===== src/rtl/spi_slave.sv =====
`timescale 1ns/1ps
module spi_slave (
  input  logic       clk,
  input  logic       rst_n,
  input  logic [1:0] bus_addr,
  input  logic       bus_wr,
  input  logic [7:0] bus_wdata,
  output logic [7:0] bus_rdata,
  input  logic       sck,
  input  logic       ss_n,
  input  logic       mosi,
  output logic       miso,
  output logic       miso_oe,
  output logic       irq
);
  localparam logic [1:0] A_CTRL = 2'd0, A_FMT = 2'd1, A_DATA = 2'd2, A_STAT = 2'd3;

  logic       en, mst, cpol, cpha, ie, ssdir;
  logic [2:0] len;
  logic [7:0] data_q, txsh, rxsh;
  logic [2:0] cnt;
  logic       act;
  logic       f_irq, f_ovr, f_col, f_abt;
  logic [1:0] sck_p, ss_p, mosi_p;
  logic       sck_q, ss_q;

  always_ff @(posedge clk or negedge rst_n)
    if (!rst_n) begin
      sck_p <= '0; ss_p <= 2'b11; mosi_p <= '0; sck_q <= 1'b0; ss_q <= 1'b1;
    end else begin
      sck_p  <= {sck_p[0], sck};
      ss_p   <= {ss_p[0], ss_n};
      mosi_p <= {mosi_p[0], mosi};
      sck_q  <= sck_p[1];
      ss_q   <= ss_p[1];
    end

  wire sck_s   = sck_p[1];
  wire ss_s    = ss_p[1];
  wire mosi_s  = mosi_p[1];
  wire slave   = en & ~mst & ~ssdir;
  wire sel     = slave & ~ss_s;
  wire rise    = sck_s & ~sck_q;
  wire fall    = ~sck_s & sck_q;
  wire lead    = cpol ? fall : rise;
  wire trail   = cpol ? rise : fall;
  wire samp_e  = sel & (cpha ? trail : lead);
  wire launch_e = sel & (cpha ? lead : trail);
  wire ss_rise = ss_s & ~ss_q;
  wire ss_fall = ~ss_s & ss_q;

  wire [3:0] nlen  = (len == 3'd0) ? 4'd8 : {1'b0, len};
  wire [2:0] last  = len - 3'd1;
  wire [7:0] mask  = 8'hFF >> (4'd8 - nlen);
  wire [7:0] rx_nx = {rxsh[6:0], mosi_s};
  wire       done  = samp_e & (cnt == last);
  wire       abort = slave & ss_rise & act;
  wire       wr_ctrl = bus_wr & (bus_addr == A_CTRL);
  wire       wr_fmt  = bus_wr & (bus_addr == A_FMT);
  wire       wr_data = bus_wr & (bus_addr == A_DATA);
  wire       wr_stat = bus_wr & (bus_addr == A_STAT);
  wire       col_evt = en & mst & ss_fall;

  always_ff @(posedge clk or negedge rst_n)
    if (!rst_n) begin
      {en, mst, cpol, cpha, ie} <= '0;
      len <= '0; ssdir <= 1'b0;
    end else begin
      if (wr_ctrl) {ie, cpha, cpol, mst, en} <= bus_wdata[4:0];
      if (wr_fmt) {ssdir, len} <= bus_wdata[3:0];
    end

  always_ff @(posedge clk or negedge rst_n)
    if (!rst_n) begin
      act <= 1'b0; cnt <= '0; rxsh <= '0; txsh <= '0; data_q <= '0;
    end else begin
      if (!sel || done) begin
        act <= 1'b0; cnt <= '0; rxsh <= '0;
      end else if (samp_e) begin
        act <= 1'b1; cnt <= cnt + 3'd1; rxsh <= rx_nx;
      end else if (launch_e && cpha) begin
        act <= 1'b1;
      end
      if (!act) txsh <= data_q;
      else if (launch_e && cnt != 3'd0) txsh <= {txsh[6:0], 1'b0};
      if (done) data_q <= rx_nx & mask;
      else if (wr_data && !act) data_q <= bus_wdata;
    end

  always_ff @(posedge clk or negedge rst_n)
    if (!rst_n) begin
      {f_irq, f_ovr, f_col, f_abt} <= '0;
    end else begin
      f_irq <= done | abort | (wr_ctrl & bus_wdata[5]) | (f_irq & ~(wr_stat & bus_wdata[0]));
      f_ovr <= (wr_data & act) | (f_ovr & ~(wr_stat & bus_wdata[1]));
      f_col <= col_evt | (f_col & ~(wr_stat & bus_wdata[2]));
      f_abt <= abort | (f_abt & ~(wr_stat & bus_wdata[3]));
    end

  always_comb
    case (bus_addr)
      A_CTRL:  bus_rdata = {3'b000, ie, cpha, cpol, mst, en};
      A_FMT:   bus_rdata = {4'b0000, ssdir, len};
      A_DATA:  bus_rdata = data_q;
      default: bus_rdata = {3'b000, act, f_abt, f_col, f_ovr, f_irq};
    endcase

  assign miso    = txsh[last];
  assign miso_oe = sel;
  assign irq     = f_irq & ie;
endmodule



===== config.mk =====
export PLATFORM = sky130hd
export DESIGN_NAME = spi_slave
export DESIGN_NICKNAME = d
export VERILOG_FILES = /design/src/rtl/spi_slave.sv
export SDC_FILE = /design/constraint.sdc
export NUM_CORES = 1
export LEC_CHECK = 0
export BUFFER_PORTS_ARGS = -buffer_cell sky130_fd_sc_hd__buf_2
export CAP_MARGIN = 20
export CELL_PAD_IN_SITES_DETAIL_PLACEMENT = 2
export CELL_PAD_IN_SITES_GLOBAL_PLACEMENT = 2
export CORE_MARGIN = 3
export CORE_UTILIZATION = 40
export CTS_BUF_LIST = sky130_fd_sc_hd__clkbuf_2 sky130_fd_sc_hd__clkbuf_4 sky130_fd_sc_hd__clkbuf_8
export DETAILED_ROUTE_END_ITERATION = 12
export PLACE_DENSITY = 0.79
export RECOVER_POWER = 25
export SETUP_SLACK_MARGIN = 0.05
export SLEW_MARGIN = 0
export SYNTH_ARGS = -nofsm -noshare
export SYNTH_HDL_FRONTEND = slang
export SYNTH_SLANG_ARGS = --single-unit
export TNS_END_PERCENT = 1

===== constraint.sdc =====
create_clock -name clk -period 2.2 [get_ports clk]
set_input_delay 0 -clock clk [delete_from_list [all_inputs] [get_ports clk]]
set_output_delay 0 -clock clk [all_outputs]
set_load 0.01 [all_outputs]

**Word-level counts from Yosys, hierarchy flattened**

Cells that the tools add are included.

- Add/subtract/negate cells: 3
- Multipliers: 0
- Divide/modulo/power cells: 0
- Order comparisons: 1
- Equality and inequality tests: 5
- Shift-type cells: 1
- Mux-type cells: 19
- Bitwise operators: 46
- Reduce and logical (&&, ||, !) cells: 12

Operators by type and width:

| cell | count |
|---|---|
| $mux W8 | 4 |
| $and A1 B1 Y1 | 29 |
| $pmux W8 S3 | 1 |
| $mux W7 | 2 |
| $not A1 Y1 | 10 |
| $and A8 B8 Y8 | 1 |
| $mux W1 | 8 |
| $shr A8 B4 Y8 const A | 1 |
| $mux W3 | 2 |
| $or A1 B1 Y1 | 6 |
| $reduce_bool A3 Y1 | 2 |
| $eq A2 B2 Y1 const B | 2 |
| $lt A3 B4 Y1 const B | 1 |
| $mux W4 | 1 |
| $reduce_bool A2 Y1 | 2 |
| $sub A4 B4 Y4 const A | 1 |
| $add A3 B1 Y3 const B | 1 |
| $bmux W1 S3 | 1 |
| $eq A3 B3 Y1 | 1 |
| $logic_and A1 B1 Y1 | 3 |
| $logic_not A3 Y1 | 1 |
| $sub A3 B1 Y3 const B | 1 |
| $eq A2 B1 Y1 const B | 1 |
| $logic_not A1 Y1 | 2 |
| other kinds (3) | 3 |

- Register bits: 48
- Bits in latches: 0
- RAM bits: 0
- ROM bits: 0
- Logic and storage cells: 108
- Memories kept: 0

**Longest topological paths before layout**

Gate-level depths: netlist (run 1).

- Depth in word-level cells: 9
- Depth in mapped cells: 8
- Depth with buffers taken out: 6

**Least setup slack after synthesis (run 1)**

Ideal clock, no wire load.

- Kind: reg2reg
- Start point: register len[0]
- End point: register cnt[0]
- Setup time: 0.125 ns
- Arrival: 1.767 ns
- Data required time: 2.075 ns
- Path slack: 0.308 ns
- Stages on the path, launching flop included: 9
- Path buffers: 2
- Cell sequence: dfrtp_1 > buf_2 > inv_1 > ha_1 > xor2_1 > nand3_1 > and3_1 > buf_6 > mux2_4

- Longest elaborated chain between the ends: 5
- Elaborated cells on any way between the ends: 6

Ends and longest elaborated chain:

| element | RTL line | RTL |
|---|---|---|
| start: declaration | 19 | `logic [2:0] len;` |
| start signal: assignment | 70 | `if (wr_fmt) {ssdir, len} <= bus_wdata[3:0];` |
| $sub A3 B1 Y3 * | 53 | `wire [2:0] last = len - 3'd1;` |
| $eq A3 B3 Y1 * | 56 | `wire done = samp_e & (cnt == last);` |
| $and A1 B1 Y1 * | 56 |  |
| $logic_or A1 B1 Y1 * | 77 | `if (!sel \|\| done) begin` |
| $mux W3 or $reduce_bool A2 Y1 (tied branches) | -- |  |
| end signal: assignment | 75 | `act <= 1'b0; cnt <= '0; rxsh <= '0; txsh <= '0; data_q <= '0;` |
| end signal: assignment | 78 | `act <= 1'b0; cnt <= '0; rxsh <= '0;` |
| end signal: assignment | 80 | `act <= 1'b1; cnt <= cnt + 3'd1; rxsh <= rx_nx;` |
| end: declaration | 21 | `logic [2:0] cnt;` |

Every way passes the cells marked *; elsewhere a longest branch is shown, timed or not.
A chain may end at the register's enable or synchronous reset.

**Worst setup path after layout (run 1)**

- Start point: register len[1]
- End point: register cnt[0]

The elaborated chain is that of the path after synthesis.

==> impl_summary.txt, run 1 <==
----------------------------------------------------
[Floorplan]
  Row count ... 28
  DIE HEIGHT ... 85.5 microns
  I/O Pins ... 27
  Core area ... 6030 sq um
  Die Footprint ... 7320 sq um
  Starting density of the core ... 42.0%
  Width of the die ... 85.5 microns

[Cells and area]
  Fraction of layout cells with a size suffix above 1 ... 25.9%
  Register cell area after layout ... 1200 sq um
  Final nets ... 283
  Number of antenna repair diodes ... 0
  Post-route non-filler standard cell count ... 338
  Finished Cell Area ... 2980 sq um
  # fillers ... 637
  Synthesis-to-layout area growth ... 17.7%
  Total area of multi-input combinational cells ... 1200 sq um

[Critical path]
  Critical path endpoint category ... flip-flop
  CP Data Arrival Time ... 2.16 ns
  Type of the worst setup path ... flip-flop to flip-flop
  Crit start category ... flip-flop
  Req. time, crit path ... 2.41 ns
  Peak fanout along the critical path ... 9

[Flow run]
  MaxCap Viol Count ... 0

[Yosys]
  Share of the synthesized area in the top cell type ... 44.5%
  Flip-flop cell with the highest count after synthesis ... sky130_fd_sc_hd__dfrtp_1
  Proportion of synthesized chip area in sequential cells ... 47.6%
  Syn Std Cell Area ... 2530 sq um
  Area leader, netlist ... sky130_fd_sc_hd__dfrtp_1
  Net count of the mapped netlist ... 242
  Post-Synthesis Cells ... 221
  Asr flop ratio synth ... 100%
  Main area contributors after synthesis ... sky130_fd_sc_hd__dfrtp_1, sky130_fd_sc_hd__mux2_2, sky130_fd_sc_hd__mux2i_1, sky130_fd_sc_hd__mux4_2, sky130_fd_sc_hd__nand2_1
  Average cell area after synthesis ... 11.4 sq um
  Synth unique cells ... 48
  Number of register bits inferred by synthesis ... 48
  Number of warnings issued by yosys ... 0
  Count of flip-flops with a built-in enable after synthesis ... 0

[Drt]
  Via density per instance ... 5.70
  DRC viols ... 0
  1st-pass router iterations ... 4
  Detailed router's first-iteration violation count ... 91
  Residual antenna-violating net count after detailed routing ... 0
  Total via count in the routed design ... 1,928
  Routed len/inst ... 21.7 microns
  Final wirelength ... 7350 microns

[GRT]
  Met2 Usage GRT ... 36.2%
  Global router's overall resource usage ... 21.7%
  Antenna violations before repair ... 0
  First-pass GRT wire length ... 12,100 microns
  GR Layer Usage met1 ... 29.7%
  Met3 global-route usage ... 3.36%
  Gr busiest metal ... met2
  Maximum number of pins on one net before global-route repair ... 31
  Number of global-route vias before repair ... 2,191
  GRT Residual Overflow ... 0

[Power]
  Overall Power ... 2.40 mW
  Leak pwr ... 1.32 nW
  PD cells ... 807 nW/um^2
  Max rail drop VDD ... 0.454 mV

[STA]
  Final setup skew ... 0.0117 ns
  Number of hold-slack violations in the final timing report ... 0
  RSZ-0062 raised after global routing ... no
  Final number of setup-violating endpoints ... 0
  Pins over their slew limit ... 0
  Tightest slew margin relative to the limit ... 23.7%
  Transition time at the pin with the least slew margin ... 1.15 ns
  Final-layout setup total negative slack ... 0 ns
  FMAX ... 0.513 GHz
  Clock period minus final worst setup slack ... 1.95 ns
  Final period utilization ... 88.7%

[Clock tree]
  Clock tree from TritonCTS ... built
  Number of clock sinks ... 48
  CTS H-tree lvls ... 2
  Maximum buffer depth of the clock tree ... 2
  Clock latency on the worst-skew pair ... 0.31 ns
  Clock slew seen by the registers of the worst setup and hold paths ... 0.10 ns
  Root Buffer ... sky130_fd_sc_hd__clkbuf_8
  Inserted Clock Buffers ... 5

[Place]
  Hpwl dp ... 5250 microns
  Final estimated routing congestion in global placement ... 0.771
  Input/output buffers ... 26
  Post-placement cell count ... 317
  Post-Place Cell Area ... 2730 sq um

[Min path]
  Classification of the worst-slack hold path ... input port to flip-flop

[Outcome]
  Status ... complete, no violations

----------------------------------------------------
per-layer routing:
metal | share of wire (%) | vias up
met5 | 0 | -
met1 | 45 | 1014
met3 | 2.5 | 10
li1 | - | 869
met2 | 51 | 35
met4 | 1.8 | 0
logic make-up after synthesis:
kind of cell | Yosys count | synth area share [%]
and+or+nand+nor | 75 | 16.1
buffers and inverters | 25 | 5.44
xor gates and xnor gates | 5 | 2.57
DFF | 48 | 47.6
AOI/OAI and AO/OA | 35 | 10.5
muxes | 28 | 15.2
adders and majority gates | 5 | 2.47
layout by cell type (no fill, tap or decap), types with 3 or more instances in the layout:
cell,instances
sky130_fd_sc_hd__o221ai_1,7
sky130_fd_sc_hd__nand2b_1,6
sky130_fd_sc_hd__mux2i_1,10
sky130_fd_sc_hd__a22o_1,9
sky130_fd_sc_hd__o21ai_0,4
sky130_fd_sc_hd__ha_1,4
sky130_fd_sc_hd__buf_4,6
sky130_fd_sc_hd__nand2_1,24
sky130_fd_sc_hd__mux4_2,4
sky130_fd_sc_hd__nand3b_1,3
sky130_fd_sc_hd__buf_2,25
sky130_fd_sc_hd__mux2_2,10
sky130_fd_sc_hd__or3_1,9
sky130_fd_sc_hd__dfrtp_1,45
sky130_fd_sc_hd__nor2_1,10
sky130_fd_sc_hd__inv_1,14
sky130_fd_sc_hd__nand3_1,5
sky130_fd_sc_hd__clkbuf_8,5
sky130_fd_sc_hd__and2_1,4
sky130_fd_sc_hd__a21oi_1,7
sky130_fd_sc_hd__dlygate4sd3_1,11
final cells by class:
type | instances | area share [%]
clock buffer | 5 | 2.31
clock inverter | 3 | 1.68
inverter | 15 | 2.31
multi-input combinational | 148 | 40.2
sequential | 48 | 40.5
tap | 75 | 3.15
timing repair buffer | 44 | 9.92
synth_stat cells (2+ instances only):
library cell               instances
sky130_fd_sc_hd__mux2_4            2
sky130_fd_sc_hd__inv_1            14
sky130_fd_sc_hd__dfrtp_1          45
sky130_fd_sc_hd__mux4_2            4
sky130_fd_sc_hd__nand2_1          24
sky130_fd_sc_hd__buf_6             3
sky130_fd_sc_hd__o221ai_1          7
sky130_fd_sc_hd__a21oi_1           7
sky130_fd_sc_hd__nor2b_1           2
sky130_fd_sc_hd__o21ai_0           4
sky130_fd_sc_hd__or3_1             9
sky130_fd_sc_hd__ha_1              5
sky130_fd_sc_hd__and2_1            4
sky130_fd_sc_hd__a22o_1            9
sky130_fd_sc_hd__buf_1             2
sky130_fd_sc_hd__buf_2             3
sky130_fd_sc_hd__nand3_1           5
sky130_fd_sc_hd__mux4_1            2
sky130_fd_sc_hd__nor2_1           10
sky130_fd_sc_hd__mux2_2           10
sky130_fd_sc_hd__nor3_1            2
sky130_fd_sc_hd__and3_1            2
sky130_fd_sc_hd__mux2i_1          10
sky130_fd_sc_hd__nand2b_1          6
sky130_fd_sc_hd__dfstp_2           3
sky130_fd_sc_hd__xor2_1            2
sky130_fd_sc_hd__o22ai_1           2
sky130_fd_sc_hd__nand3b_1          3
power breakdown:
part,leakage (nW),internal [mW],switching [mW],total [mW]
Combinational,0.664,0.288,0.332,0.620
Sequential,0.592,0.997,0.100,1.10
Clock,0.0607,0.351,0.336,0.687
worst max-delay path, cell delays in order (launching register included):
cell	delay [ns]
sky130_fd_sc_hd__dfrtp_1	0.39
sky130_fd_sc_hd__inv_1	0.10
sky130_fd_sc_hd__ha_2	0.41
sky130_fd_sc_hd__xor2_1	0.16
sky130_fd_sc_hd__nand3_1	0.16
sky130_fd_sc_hd__and3_1	0.33
sky130_fd_sc_hd__mux2_4	0.30
state kept, by name, summed over array words and instances, names as in the netlist, 2 cells and up:
name / count
data_q: 8
cnt: 3
rxsh: 7
txsh: 8
ss_p: 2
mosi_p: 2
len: 3
sck_p: 2
stage by stage:
stage / hold slack [ns] / utilization, % / setup slack, ns
finish: 0.0235 / 49.4 / 0.249
global route: 0.0153 / 49.4 / 0.0986
CTS: 0.0117 / 49.1 / 0.149
detailed placement: -0.0160 / 45.3 / 0.194
global placement: -0.0305 / 45.3 / 0.322
floorplan: -0.296 / - / 0.308
path summary, 6_finish.rpt:
check	end	start	depth (start not counted)	slack [ns]
max in group asynchronous	ss_p[0]$_DFF_PN1_	rst_n	3	0.71
worst min register to register	mosi_p[1]$_DFF_PN0_	mosi_p[0]$_DFF_PN0_	0	0.36
worst min-delay path	mst$_DFFE_PN0N_	bus_wdata[1]	2	0.02
worst max-delay path	cnt[0]$_DFFE_PN0P_	len[1]$_DFFE_PN0P_	6	0.25
worst max register to register	cnt[0]$_DFFE_PN0P_	len[1]$_DFFE_PN0P_	6	0.25
min in group asynchronous	rxsh[5]$_DFFE_PN0P_	rst_n	2	0.42
timing repair:
item,in CTS,in global routing
setup endpoints to repair,0,9
resized for setup,0,2
hold buffers,11,0
buffers inserted,0,2
hold endpoints to repair,30,0
Note: power is estimated with default switching activity, not from simulation.
==> run 2, diff against run 1 <==
- PLACE_DENSITY: 0.79 -> 0.83
==> run 2 against run 1 <==
Against the previous run:
- clock power down 4.8%
- design area is 0.88% lower
- flip-flop and latch count stayed put
- global-route usage is 0.74 points lower
- register-to-register slack worse by 0.06 ns
- largest cell class unchanged
- routed wire length fell by 4.3%
- critical endpoint unchanged
- sequential power about the same
==> impl_summary.txt, run 2 (synthesis results as in run 1) <==
----------------------------------------------------
[Power]
  PD cells ... 793 nW/um^2 (-1.8%)
  Clock share of power ... 28.0% (-0.6 points)
  NetSw ... 0.725 mW (-5.7%)
  Proportion of power drawn by flip-flops and latches ... 46.8% (+1.2 points)
  Cell internal pwr ... 1.62 mW (-1.2%)
  Overall Power ... 2.34 mW (-2.6%)
  Max rail drop VDD ... 0.412 mV (-9.2%)
  Leak pwr ... 1.30 nW (-0.92%)
  Switch share ... 31.0% (-0.99 points)
  Combinational group share of total power ... 25.3% (-0.5 points)

[Floorplan]
  Starting density of the core ... 42.0% (unchanged)
  I/O Pins ... 27 (unchanged)
  Row count ... 28 (unchanged)
  Width of the die ... 85.5 microns (unchanged)
  DIE HEIGHT ... 85.5 microns (unchanged)
  Core area ... 6030 sq um (unchanged)
  Die Footprint ... 7320 sq um (unchanged)

[Drt]
  Final wirelength ... 7030 microns (-4.3%)
  DRC viols ... 0 (unchanged)
  Detailed router's first-iteration violation count ... 53 (-42%)
  Via density per instance ... 5.53 (-3.1%)
  Total via count in the routed design ... 1,858 (-3.6%)
  1st-pass router iterations ... 4 (unchanged)
  Residual antenna-violating net count after detailed routing ... 0 (unchanged)
  Routed len/inst ... 20.9 microns (-3.7%)

[Cells and area]
  Post-Route Utilization ... 49.0% (-0.44 points)
  Number of antenna repair diodes ... 0 (unchanged)
  # fillers ... 633 (-0.63%)
  Post-route non-filler standard cell count ... 336 (-0.59%)
  Synthesis-to-layout area growth ... 16.7%
  Most frequent cells in the layout ... sky130_fd_sc_hd__dfrtp_1, sky130_fd_sc_hd__buf_2, sky130_fd_sc_hd__nand2_1
  Most common cell after layout, fill and taps aside ... sky130_fd_sc_hd__dfrtp_1
  Fraction of layout cells with a size suffix above 1 ... 25.7% (-0.19 points)
  Final nets ... 281 (-0.71%)
  Largest regs ... data_q: 8 flops, txsh: 8 flops, rxsh: 7 flops

[Place]
  Post-placement cell count ... 317 (unchanged)
  Final estimated routing congestion in global placement ... 0.773 (+0.36%)
  Hpwl dp ... 5000 microns (-4.7%)
  Input/output buffers ... 26 (unchanged)

[Critical path]
  Critical path endpoint category ... flip-flop
  Crit start category ... flip-flop
  Gate family responsible for the most delay along the worst path ... simple AND/OR/NAND/NOR gates
  CP max stage delay ... 0.43 ns (+0.02 ns)
  Type of the worst setup path ... flip-flop to flip-flop
  Peak fanout along the critical path ... 9 (unchanged)
  Slowest CP cell ... sky130_fd_sc_hd__ha_1
  Critical path buffer and inverter count ... 1 (unchanged)
  CP Data Arrival Time ... 2.20 ns (+0.04 ns)
  Cell breakdown of the critical path ... inv_1 -> ha_1 -> xor2_1 -> nand3_1 -> and3_1 -> mux2_4
  Req. time, crit path ... 2.39 ns (-0.02 ns)

[Min path]
  Classification of the worst-slack hold path ... input port to flip-flop

[GRT]
  Number of global-route vias before repair ... 2,096 (-4.3%)
  Global router's overall resource usage ... 21.0% (-0.74 points)
  Antenna violations before repair ... 0 (unchanged)
  GRT Residual Overflow ... 0 (unchanged)
  First-pass GRT wire length ... 11,600 microns (-3.9%)
  Maximum number of pins on one net before global-route repair ... 49 (+58%)

[STA]
  Final period utilization ... 91.5% (+2.9 points)
  Clock period minus final worst setup slack ... 2.01 ns (+0.0631 ns)
  Worst hold slack ... 0.00784 ns (-0.0156 ns)
  Pins over their slew limit ... 0 (unchanged)
  Final-layout setup total negative slack ... 0 ns (unchanged)
  Tightest slew margin relative to the limit ... 20.4% (-3.3 points)
  FMAX ... 0.497 GHz (-3.1%)
  Final number of setup-violating endpoints ... 0 (unchanged)
  Number of hold-slack violations in the final timing report ... 0 (unchanged)
  Final setup skew ... 0.0125 ns (+0.000873 ns)
  Transition time at the pin with the least slew margin ... 1.19 ns (+0.0492 ns)
  RSZ-0062 raised after global routing ... no

[Clock tree]
  Number of clock sinks ... 48 (unchanged)
  Inserted Clock Buffers ... 5 (unchanged)
  Root Buffer ... sky130_fd_sc_hd__clkbuf_8
  CTS H-tree lvls ... 2 (unchanged)
  Clock latency on the worst-skew pair ... 0.31 ns (about the same)
  Clock tree from TritonCTS ... built
  Total setup buffers inserted after CTS ... 0 (unchanged)
  Maximum buffer depth of the clock tree ... 2 (unchanged)
  Clock slew seen by the registers of the worst setup and hold paths ... 0.09 ns (about the same)

[Outcome]
  Status ... complete, no violations

[Flow run]
  MaxCap Viol Count ... 0 (unchanged)

----------------------------------------------------
-- run 2: power by group through the flow --
stage          Combinational, mW  Sequential (mW)  Clock [mW]
6_report                   0.591             1.09       0.654
5_1_grt                    0.657             1.11       0.714
4_1_cts                    0.598             1.10       0.675
3_5_place_dp               0.577             1.11           0
3_3_place_gp               0.550             1.10           0
2_1_floorplan              0.405             1.07           0
-- run 2: layer usage --
layer	GRT usage, %	share of wire (%)	vias up
met5	0	0	-
met4	4.75	0.41	0
met3	3.46	2.6	2
met2	38.7	53	29
met1	25.6	43	958
li1	-	-	869
-- run 2: per-stage QoR --
step                setup WS (ns)  instance area (sq um)
finish                      0.186                   2950
global route               0.0590                   2950
CTS                         0.202                   2960
detailed placement          0.243                   2740
global placement            0.347                   2740
floorplan                   0.308                   2530
-- run 2: cell type report --
cell class	count	area [sq um]	share of cell area, %
Sequential cell	48	1200	40.8
Clock buffer	5	68.8	2.33
Multi-Input combinational cell	148	1190	40.4
Clock inverter	3	46.3	1.57
Tap cell	75	93.8	3.18
Inverter	15	68.8	2.33
Timing Repair Buffer	42	275	9.33
-- run 2: repair_timing --
action                     in CTS  in global routing
hold endpoints to repair       61                  1
setup endpoints to repair       0                  0
hold buffers                   10                  1
resized for setup               0                  0
-- run 2: path summary, 6_finish.rpt --
| path | from | end | slack, ns | depth (start not counted) |
|---|---|---|---|---|
| max in group asynchronous | rst_n | rxsh[1]$_DFFE_PN0P_ | 0.93 | 3 |
| min | bus_wdata[0] | en$_DFFE_PN0N_ | 0.008 | 2 |
| min reg2reg | mosi_p[0]$_DFF_PN0_ | mosi_p[1]$_DFF_PN0_ | 0.36 | 0 |
| min in group asynchronous | rst_n | ie$_DFFE_PN0N_ | 0.55 | 3 |
| max | len[1]$_DFFE_PN0P_ | cnt[0]$_DFFE_PN0P_ | 0.19 | 6 |
| max reg2reg | len[1]$_DFFE_PN0P_ | cnt[0]$_DFFE_PN0P_ | 0.19 | 6 |
